--- src/rtl/vcmp_pkg.sv ---
package vcmp_pkg;

  typedef enum logic [2:0] {
    PRED_EQ     = 3'd0,
    PRED_LT     = 3'd1,
    PRED_LE     = 3'd2,
    PRED_NEVER  = 3'd3,
    PRED_NE     = 3'd4,
    PRED_GE     = 3'd5,
    PRED_GT     = 3'd6,
    PRED_ALWAYS = 3'd7
  } cmpPred_e;

  // Strobes from control to datapath.
  typedef struct packed {
    logic load;      // capture a new result this edge
    logic unmasked;  // selector decodes to "all lanes enabled"
  } ctrlStrobe_t;

  function automatic logic applyPred(input cmpPred_e code, input logic isEq, input logic isLt);
    logic hit;
    unique case (code)
      PRED_EQ:     hit = isEq;
      PRED_LT:     hit = isLt;
      PRED_LE:     hit = isLt | isEq;
      PRED_NEVER:  hit = 1'b0;
      PRED_NE:     hit = ~isEq;
      PRED_GE:     hit = ~isLt;
      PRED_GT:     hit = ~(isLt | isEq);
      default:     hit = 1'b1;
    endcase
    return hit;
  endfunction

endpackage

--- src/rtl/vcmp_lane.sv ---
module vcmp_lane #(
  parameter int LANE_W = 32
) (
  input  logic [LANE_W-1:0] opA,
  input  logic [LANE_W-1:0] opB,
  input  logic              cmpSigned,
  output logic              isEq,
  output logic              isLt
);
  logic ltSigned;
  logic ltUnsigned;

  assign ltSigned   = $signed(opA) < $signed(opB);
  assign ltUnsigned = opA < opB;
  assign isEq       = (opA == opB);
  assign isLt       = cmpSigned ? ltSigned : ltUnsigned;
endmodule

--- src/rtl/vcmp_ctrl.sv ---
module vcmp_ctrl #(
  parameter int SEL_W = 3
) (
  input  logic                 clk,
  input  logic                 rstN,
  input  logic                 inValid,
  input  logic                 outReady,
  input  logic [SEL_W-1:0]     maskSel,
  output logic                 inReady,
  output logic                 outValid,
  output vcmp_pkg::ctrlStrobe_t strobe
);
  logic validQ;

  assign inReady         = ~validQ | outReady;
  assign strobe.load     = inValid & inReady;
  assign strobe.unmasked = (maskSel == '0);
  assign outValid        = validQ;

  always_ff @(posedge clk) begin
    if (!rstN) begin
      validQ <= 1'b0;
    end else if (strobe.load) begin
      validQ <= 1'b1;
    end else if (outReady) begin
      validQ <= 1'b0;
    end
  end
endmodule

--- src/rtl/vcmp_datapath.sv ---
module vcmp_datapath #(
  parameter int VEC_W    = 512,
  parameter int NARROW_W = 32,
  parameter int WIDE_W   = 64,
  localparam int NARROW_N = VEC_W / NARROW_W,
  localparam int WIDE_N   = VEC_W / WIDE_W
) (
  input  logic                  clk,
  input  logic                  rstN,
  input  vcmp_pkg::ctrlStrobe_t strobe,
  input  logic [VEC_W-1:0]      vecA,
  input  logic [VEC_W-1:0]      vecB,
  input  logic [2:0]            pred,
  input  logic                  laneWide,
  input  logic                  cmpSigned,
  input  logic [NARROW_N-1:0]   maskIn,
  output logic [NARROW_N-1:0]   outMask
);
  import vcmp_pkg::*;

  cmpPred_e            predCode;
  logic [NARROW_N-1:0] hitNarrow;
  logic [WIDE_N-1:0]   hitWide;
  logic [NARROW_N-1:0] laneEnable;
  logic [NARROW_N-1:0] nextMask;
  logic [NARROW_N-1:0] maskQ;

  assign predCode   = cmpPred_e'(pred);
  assign laneEnable = strobe.unmasked ? '1 : maskIn;

  for (genvar n = 0; n < NARROW_N; n++) begin : g_narrow
    logic eqN;
    logic ltN;
    vcmp_lane #(.LANE_W(NARROW_W)) u_lane (
      .opA       (vecA[n*NARROW_W +: NARROW_W]),
      .opB       (vecB[n*NARROW_W +: NARROW_W]),
      .cmpSigned (cmpSigned),
      .isEq      (eqN),
      .isLt      (ltN)
    );
    assign hitNarrow[n] = applyPred(predCode, eqN, ltN);
  end

  for (genvar w = 0; w < WIDE_N; w++) begin : g_wide
    logic eqW;
    logic ltW;
    vcmp_lane #(.LANE_W(WIDE_W)) u_lane (
      .opA       (vecA[w*WIDE_W +: WIDE_W]),
      .opB       (vecB[w*WIDE_W +: WIDE_W]),
      .cmpSigned (cmpSigned),
      .isEq      (eqW),
      .isLt      (ltW)
    );
    assign hitWide[w] = applyPred(predCode, eqW, ltW);
  end

  always_comb begin
    nextMask = '0;
    if (laneWide) begin
      nextMask[WIDE_N-1:0] = hitWide & laneEnable[WIDE_N-1:0];
    end else begin
      nextMask = hitNarrow & laneEnable;
    end
  end

  always_ff @(posedge clk) begin
    if (!rstN) begin
      maskQ <= '0;
    end else if (strobe.load) begin
      maskQ <= nextMask;
    end
  end

  assign outMask = maskQ;
endmodule

--- src/rtl/vcmp_mask_unit.sv ---
module vcmp_mask_unit #(
  parameter int VEC_W    = 512,
  parameter int NARROW_W = 32,
  parameter int WIDE_W   = 64,
  parameter int SEL_W    = 3,
  localparam int MASK_W  = VEC_W / NARROW_W
) (
  input  logic              clk,
  input  logic              rstN,
  input  logic              inValid,
  output logic              inReady,
  input  logic [VEC_W-1:0]  vecA,
  input  logic [VEC_W-1:0]  vecB,
  input  logic [2:0]        pred,
  input  logic              laneWide,
  input  logic              cmpSigned,
  input  logic [SEL_W-1:0]  maskSel,
  input  logic [MASK_W-1:0] maskIn,
  output logic              outValid,
  input  logic              outReady,
  output logic [MASK_W-1:0] outMask
);
  vcmp_pkg::ctrlStrobe_t strobe;

  vcmp_ctrl #(.SEL_W(SEL_W)) u_ctrl (
    .clk      (clk),
    .rstN     (rstN),
    .inValid  (inValid),
    .outReady (outReady),
    .maskSel  (maskSel),
    .inReady  (inReady),
    .outValid (outValid),
    .strobe   (strobe)
  );

  vcmp_datapath #(
    .VEC_W    (VEC_W),
    .NARROW_W (NARROW_W),
    .WIDE_W   (WIDE_W)
  ) u_dp (
    .clk       (clk),
    .rstN      (rstN),
    .strobe    (strobe),
    .vecA      (vecA),
    .vecB      (vecB),
    .pred      (pred),
    .laneWide  (laneWide),
    .cmpSigned (cmpSigned),
    .maskIn    (maskIn),
    .outMask   (outMask)
  );
endmodule

--- config.mk ---
export PLATFORM = sky130hd
export DESIGN_NAME = vcmp_mask_unit
export DESIGN_NICKNAME = d
export VERILOG_FILES = /design/src/rtl/vcmp_pkg.sv /design/src/rtl/vcmp_lane.sv /design/src/rtl/vcmp_ctrl.sv /design/src/rtl/vcmp_datapath.sv /design/src/rtl/vcmp_mask_unit.sv
export SDC_FILE = /design/constraint.sdc
export NUM_CORES = 1
export LEC_CHECK = 0
export CAP_MARGIN = 5
export CORE_AREA = 3 3 418 420
export DETAILED_ROUTE_END_ITERATION = 7
export DIE_AREA = 0 0 421 423
export GPL_ROUTABILITY_DRIVEN = 1
export PLACE_DENSITY = 0.3
export SKIP_LAST_GASP = 1
export SLEW_MARGIN = 20
export SYNTH_ARGS = -nofsm -noshare
export SYNTH_HDL_FRONTEND = slang
export SYNTH_SLANG_ARGS = --single-unit
--- constraint.sdc ---
create_clock -name clk -period 3.6 [get_ports clk]
set_clock_uncertainty 0.15 [all_clocks]
set_input_delay 0.72 -clock clk [delete_from_list [all_inputs] [get_ports clk]]
set_output_delay 0.72 -clock clk [all_outputs]
set_load 0.01 [all_outputs]
Word level (Yosys, flattened, before mapping)
Cells that the tools add are included.
Widths: inputs -> output; s select.
{"block": "op_classes", "n_lt_le_gt_ge": 48, "eq_ne": 30, "mux": 53, "bitwise": 101, "n_reduce_logical": 3}
{"op": "$lt 32x32->1", "n": 32}
{"op": "$lt 64x64->1", "n": 16}
{"op": "$eq 32x32->1", "n": 16}
{"op": "$eq 64x64->1", "n": 8}
{"op": "$pmux 1 s7", "n": 24}
{"op": "$not 1->1", "n": 73}
{"op": "$mux 1", "n": 26}
{"op": "$or 1x1->1", "n": 25}
{"op": "$and 16x16->16", "n": 1}
{"op": "$mux 16", "n": 1}
{"op": "$mux 8", "n": 2}
{"op": "$eq 3x3->1 const B", "n": 3}
{"op": "$and 8x8->8", "n": 1}
{"op": "$eq 3x2->1 const B", "n": 2}
{"op": "$logic_not 3->1", "n": 2}
{"op": "$eq 3x1->1 const B", "n": 1}
{"op": "$reduce_bool 2->1", "n": 1}
{"op": "$and 1x1->1", "n": 1}
{"block": "word_totals", "reg_bits": 17, "in_bits": 1052, "output_inout_bits": 18, "elab_cells": 237}

Logic depth before layout (Yosys ltp)
Gate-level depths: netlist of the first run.
{"block": "logic_depth", "depth_word": 7, "depth_mapped": 11, "ltp_nobuf": 11}

Modules after synthesis
A second synthesis of the first run with hierarchy kept.
{"block": "hier_totals", "hier_cells": 3893, "hier_area_um2": 27988.1}
{"module": "vcmp_lane at u_dp.g_wide[0].u_lane ...", "instances": 8, "cells_per_inst": 236, "area_per_inst_um2": 1665.3, "seq_area_each_um2": 0.0}
{"module": "vcmp_lane at u_dp.g_narrow[0].u_lane ...", "instances": 16, "cells_per_inst": 113, "area_per_inst_um2": 818.3, "seq_area_each_um2": 0.0}
{"module": "vcmp_datapath", "instances": 1, "cells_per_inst": 191, "area_per_inst_um2": 1510.2, "seq_area_each_um2": 320.3}
{"module": "vcmp_ctrl", "instances": 1, "cells_per_inst": 6, "area_per_inst_um2": 62.6, "seq_area_each_um2": 20.0}

Worst setup path after synthesis of the first run
No wires, ideal clock.
{"block": "synth_path", "kind": "input to register", "start": "in vecB[206]", "end": "reg u_dp.maskQ[3] (netlist: u_dp.outMask[3])", "setup_time_ns": 0.117, "arrival_ns": 3.038, "required_ns": 3.333, "setup_slack_ns": 0.295, "stages": 11, "n_path_buf": 0, "cell_sequence": "inv_1 -> ha_1 -> nand4_2 -> or4_4 -> a21o_1 -> a311o_1 -> a31o_1 -> a2bb2oi_4 -> mux2i_1 -> nand4_1 -> a22o_1"}
{"block": "synth_via", "elab_chain_cells": 7, "word_cells_on_any_way": 11, "classes_between": "order compare (2); eq/ne (1); mux (3); bitwise (5)"}
{"item": "start: declaration", "line_no": "vcmp_mask_unit.sv:13", "rtl": "input logic [VEC_W-1:0] vecB,"}
{"item": "$lt 64x64->1, on equally long branches", "line_no": "vcmp_lane.sv:14, vcmp_lane.sv:13"}
{"item": "$mux 1", "line_no": "vcmp_lane.sv:16", "rtl": "assign isLt = cmpSigned ? ltSigned : ltUnsigned;"}
{"item": "$or 1x1->1", "line_no": "vcmp_pkg.sv:25, vcmp_pkg.sv:29"}
{"item": "$not 1->1", "line_no": "vcmp_pkg.sv:29", "rtl": "PRED_GT: hit = ~(isLt | isEq);"}
{"item": "$pmux 1 s7 (*)", "line_no": "vcmp_pkg.sv:22", "rtl": "unique case (code)"}
{"item": "$and 8x8->8 (*)", "line_no": "vcmp_datapath.sv:60", "rtl": "nextMask[WIDE_N-1:0] = hitWide & laneEnable[WIDE_N-1:0];"}
{"item": "$mux 8 (*)", "line_no": "vcmp_datapath.sv:59", "rtl": "if (laneWide) begin"}
{"item": "end signal: assignment", "line_no": "vcmp_datapath.sv:70", "rtl": "maskQ <= nextMask;"}
{"item": "end: declaration", "line_no": "vcmp_datapath.sv:26", "rtl": "logic [NARROW_N-1:0] maskQ;"}
Mark *: on every way between the ends. The rest lies on a longest branch, timed or not.
A chain may end at the register's enable or synchronous reset.

Worst setup path after layout of the first run
{"block": "layout_path", "start": "in vecB[50]", "end": "reg u_dp.maskQ[1] (netlist: u_dp.outMask[1])"}
{"block": "layout_via", "elab_chain_cells": 7, "word_cells_on_any_way": 11, "classes_between": "order compare (2); eq/ne (1); mux (3); bitwise (5)"}
{"item": "$lt 32x32->1, on equally long branches", "line_no": "vcmp_lane.sv:14, vcmp_lane.sv:13"}
{"item": "$mux 1", "line_no": "vcmp_lane.sv:16"}
{"item": "$or 1x1->1", "line_no": "vcmp_pkg.sv:25, vcmp_pkg.sv:29"}
{"item": "$not 1->1", "line_no": "vcmp_pkg.sv:29"}
{"item": "$pmux 1 s7 (*)", "line_no": "vcmp_pkg.sv:22"}
{"item": "$and 16x16->16 (*)", "line_no": "vcmp_datapath.sv:62", "rtl": "nextMask = hitNarrow & laneEnable;"}
{"item": "$mux 8 (*)", "line_no": "vcmp_datapath.sv:59"}
Marks and branches as above.

==> results.txt, run 1 <==
----------------------------------------------------
[Drt]
  Routed vias/inst ... around 3.5
  First drt pass iteration count ... 5
  Post-DRT Antenna Nets ... 0
  Wire length per cell after detailed routing ... 22.2 microns
  Detailed-route DRC error count ... 0
  Overall via count from detail_route ... 20300
  Wirelength, routed ... 130000 microns
  Iteration-0 DRC count of the detailed router ... roughly 620

[Critical path]
  Endpoint arrival time on the critical path ... 3.55 ns
  Crit. End Element ... flip-flop
  Largest fanout of any net on the critical path ... 4
  Critical path startpoint category ... input port
  Worst EP required ... 3.60 ns
  Critical path class ... input port to flip-flop

[Power]
  Largest vdd supply drop ... ~150 uV
  Standby leakage power ... 15.6 nW
  Power density over the cells ... about 130 nW/um^2

[Place]
  HPWL after detailed placement ... around 120000 microns
  IO Port Bufs ... 1069
  Cell area after placement ... 30700 sq um
  Final estimated routing congestion in global placement ... 0.879

[GRT]
  Number of global-route vias before repair ... approximately 21000
  Routing usage on met1 ... 0.152
  Number of antenna violations at the first check in global routing ... 62
  All-layer global routing usage ... 0.139
  Global-route wire length before repair ... 172000 microns
  Grt total ovfl ... 0
  Met3 Usage GRT ... 0.0278
  Met2 track utilization from global routing ... 0.270
  Largest net degree at the start of global routing ... 27
  Most utilized layer in the global route result ... met2

[Cells and area]
  Storage cell area ... 340 sq um
  Synthesis-to-finish area growth ... 113%
  Commonest cells after routing, fill and taps aside ... sky130_fd_sc_hd__clkdlybuf4s50_1 (968), sky130_fd_sc_hd__inv_1 (502), sky130_fd_sc_hd__ha_1 (458)
  Fill cell total of the finished layout ... 19400
  Layout cell share with drive strength beyond 1 ... 0.139
  Area of the multi-input gates ... 14300 sq um
  Nets ... approximately 5100
  Final design instance area without fill ... 32600 sq um
  Leading cell type in the layout, fill and taps excluded ... sky130_fd_sc_hd__clkdlybuf4s50_1

[Floorplanning]
  Vertical die dimension ... 423 microns
  Number of top-level pins ... roughly 1100
  Starting density of the core ... 0.0892
  Width of the die ... around 420 microns
  Row count ... roughly 150
  Placeable core area ... 171000 sq um
  Die Outline Area ... 178000 sq um

[Clocking]
  Number of buffers created by CTS ... 3
  Depth of the CTS H-tree ... 1
  Max Root-Sink Buffers ... 2
  Clock tree sinks ... 17
  Cell at the root of the clock tree ... sky130_fd_sc_hd__clkbuf_16
  TritonCTS clock tree ... yes
  Clock Latency Late Sink ... 0.28 ns
  Register clock-pin slew on the reported worst setup and hold paths ... 0.08 ns

[Synth]
  Distinct cells, synth ... 77
  Number of enable flip-flop cells after synthesis ... 0
  Sequential-to-total area share from yosys stat ... 0.0223
  Per-instance average area after synthesis ... 6.95 sq um
  Synthesis Warnings ... 0
  Synth Net Count ... around 3800
  Post-synthesis instance area ... around 15000 sq um
  Number of storage elements in the synthesis netlist ... 17
  Number of cells produced by synthesis ... 2198
  Ys flop type ... sky130_fd_sc_hd__dfxtp_1
  Fraction of registers with async set or reset after synthesis ... 0

[STA]
  Slew Viols, Final ... 0
  Final Cycle Share ... 0.984
  Setup total negative slack ... 0 ns
  Hold Fails Final Rpt ... 0
  Measured slew at the worst slew-check pin ... 0.646 ns
  Minimum period implied by the final worst setup slack ... 3.54 ns
  Number of endpoints failing setup at the final stage ... 0
  Highest clock frequency the design can meet ... 0.282 GHz
  Unrepaired setup endpoints after global routing ... true
  Slew Limit Headroom ... 0.568

[Flow run]
  Max cap viols ... 0

[Worst hold path]
  Worst hold path type ... flip-flop to flip-flop

[Status]
  Status ... complete, no violations

----------------------------------------------------
timing repair:
item                       4_1_cts  5_1_grt
setup buffers                    2        6
pin swaps                       31      114
hold buffers                     0        0
resized for setup               72      285
setup endpoints to repair       11       11
worst paths after layout:
path,endpoint,slack [ns],startpoint,cells after the start
worst max-delay path,u_dp.outMask[1]$_SDFFE_PN0P_,0.06,vecB[50],12
worst min-delay path,u_dp.outMask[11]$_SDFFE_PN0P_,0.30,u_dp.outMask[11]$_SDFFE_PN0P_,2
worst max register to register,u_dp.outMask[2]$_SDFFE_PN0P_,1.50,u_ctrl.outValid$_SDFFE_PN0P_,8
worst min register to register,u_dp.outMask[11]$_SDFFE_PN0P_,0.30,u_dp.outMask[11]$_SDFFE_PN0P_,2
report_power, final:
part | switching, mW | internal [mW] | leakage, nW | total [mW]
logic | 1.57 | 2.05 | 15.4 | 3.62
registers | 0.0110 | 0.199 | 0.139 | 0.210
clock network | 0.118 | 0.152 | 0.0384 | 0.271
total | 1.69 | 2.41 | 15.6 | 4.10
routing by layer:
| layer | wire length [microns] | vias up |
|---|---|---|
| met5 | 193 | - |
| met4 | 2170 | 20 |
| met3 | 5890 | 77 |
| met2 | 71400 | 532 |
| met1 | 50500 | 9237 |
| li1 | - | 10400 |
registers in the layout, summed over array words and instances (netlist names):
name,flops
u_dp.outMask,16
u_ctrl.outValid,1
cell usage after synthesis (7+ instances only):
cell type,count,share of area
sky130_fd_sc_hd__nand2b_1,12,0.0049
sky130_fd_sc_hd__clkbuf_1,9,0.0022
sky130_fd_sc_hd__a211oi_1,19,0.0093
sky130_fd_sc_hd__xnor2_1,22,0.013
sky130_fd_sc_hd__nor2_1,75,0.018
sky130_fd_sc_hd__nor2b_1,15,0.0061
sky130_fd_sc_hd__o21ai_0,96,0.031
sky130_fd_sc_hd__nand3_1,57,0.019
sky130_fd_sc_hd__a21oi_1,223,0.073
sky130_fd_sc_hd__dfxtp_1,17,0.022
sky130_fd_sc_hd__ha_1,520,0.43
sky130_fd_sc_hd__a21o_1,54,0.027
sky130_fd_sc_hd__mux2i_1,8,0.0052
sky130_fd_sc_hd__o21ai_1,26,0.0085
sky130_fd_sc_hd__a221o_1,7,0.0046
sky130_fd_sc_hd__a221oi_1,18,0.010
sky130_fd_sc_hd__o211ai_1,20,0.0098
sky130_fd_sc_hd__and4_1,11,0.0063
sky130_fd_sc_hd__o21a_1,9,0.0044
sky130_fd_sc_hd__nand4_1,100,0.041
sky130_fd_sc_hd__nand2_1,156,0.038
sky130_fd_sc_hd__or3_1,7,0.0029
sky130_fd_sc_hd__nor3_1,36,0.012
sky130_fd_sc_hd__nor4_1,24,0.0098
sky130_fd_sc_hd__and3_1,10,0.0041
sky130_fd_sc_hd__inv_1,544,0.13
cells by family (layout without fill, tap and decap cells):
family	Yosys count	in the layout	share of synthesized area
flip-flops	17	17	0.0223
XOR/XNOR	25	25	0.0152
buffers and inverters	561	1873	0.140
AND/OR/NAND/NOR	529	529	0.176
other	0	40	0
adder cells (fa/ha/maj)	520	520	0.426
multiplexers	10	10	0.00671
AO/OA/AOI/OAI	536	536	0.214
final cells by class:
cell class	instances	area share
Antenna cell	40	0.00307
Clock buffer	4	0.00242
Inverter	545	0.0627
Multi-Input combinational cell	1620	0.439
Sequential cell	17	0.0104
Tap cell	2310	0.0886
Timing Repair Buffer	1324	0.394
critical path, cell delays in order:
cell	delay (ns)
sky130_fd_sc_hd__clkdlybuf4s50_1	0.46
sky130_fd_sc_hd__buf_4	0.16
sky130_fd_sc_hd__inv_1	0.06
sky130_fd_sc_hd__ha_1	0.29
sky130_fd_sc_hd__nand4_1	0.10
sky130_fd_sc_hd__or4_4	0.57
sky130_fd_sc_hd__nor4_2	0.17
sky130_fd_sc_hd__nand3_1	0.18
sky130_fd_sc_hd__a21boi_2	0.20
sky130_fd_sc_hd__xnor2_1	0.14
sky130_fd_sc_hd__a221oi_2	0.36
sky130_fd_sc_hd__o41ai_2	0.11
stage by stage:
stage | utilization | setup WS [ns] | std cells | total power, mW | hold slack (ns)
2_1_floorplan | - | 0.295 | 2198 | 1.45 | 0.320
3_3_place_gp | 0.179 | -0.808 | 5814 | 3.70 | 0.289
3_5_place_dp | 0.179 | -0.823 | 5814 | 3.70 | 0.295
4_1_cts | 0.182 | -0.00106 | 5818 | 4.07 | 0.308
5_1_grt | 0.190 | -0.0272 | 5847 | 4.54 | 0.326
6_report | 0.190 | 0.0577 | 5860 | 4.10 | 0.300
(Power assumes the default switching activity.)
==> run 2, diff against run 1 <==
- CAP_MARGIN: 5 -> 20
==> results of run 2 <==
Final layout, timing and power as in run 1 (identical DEF).
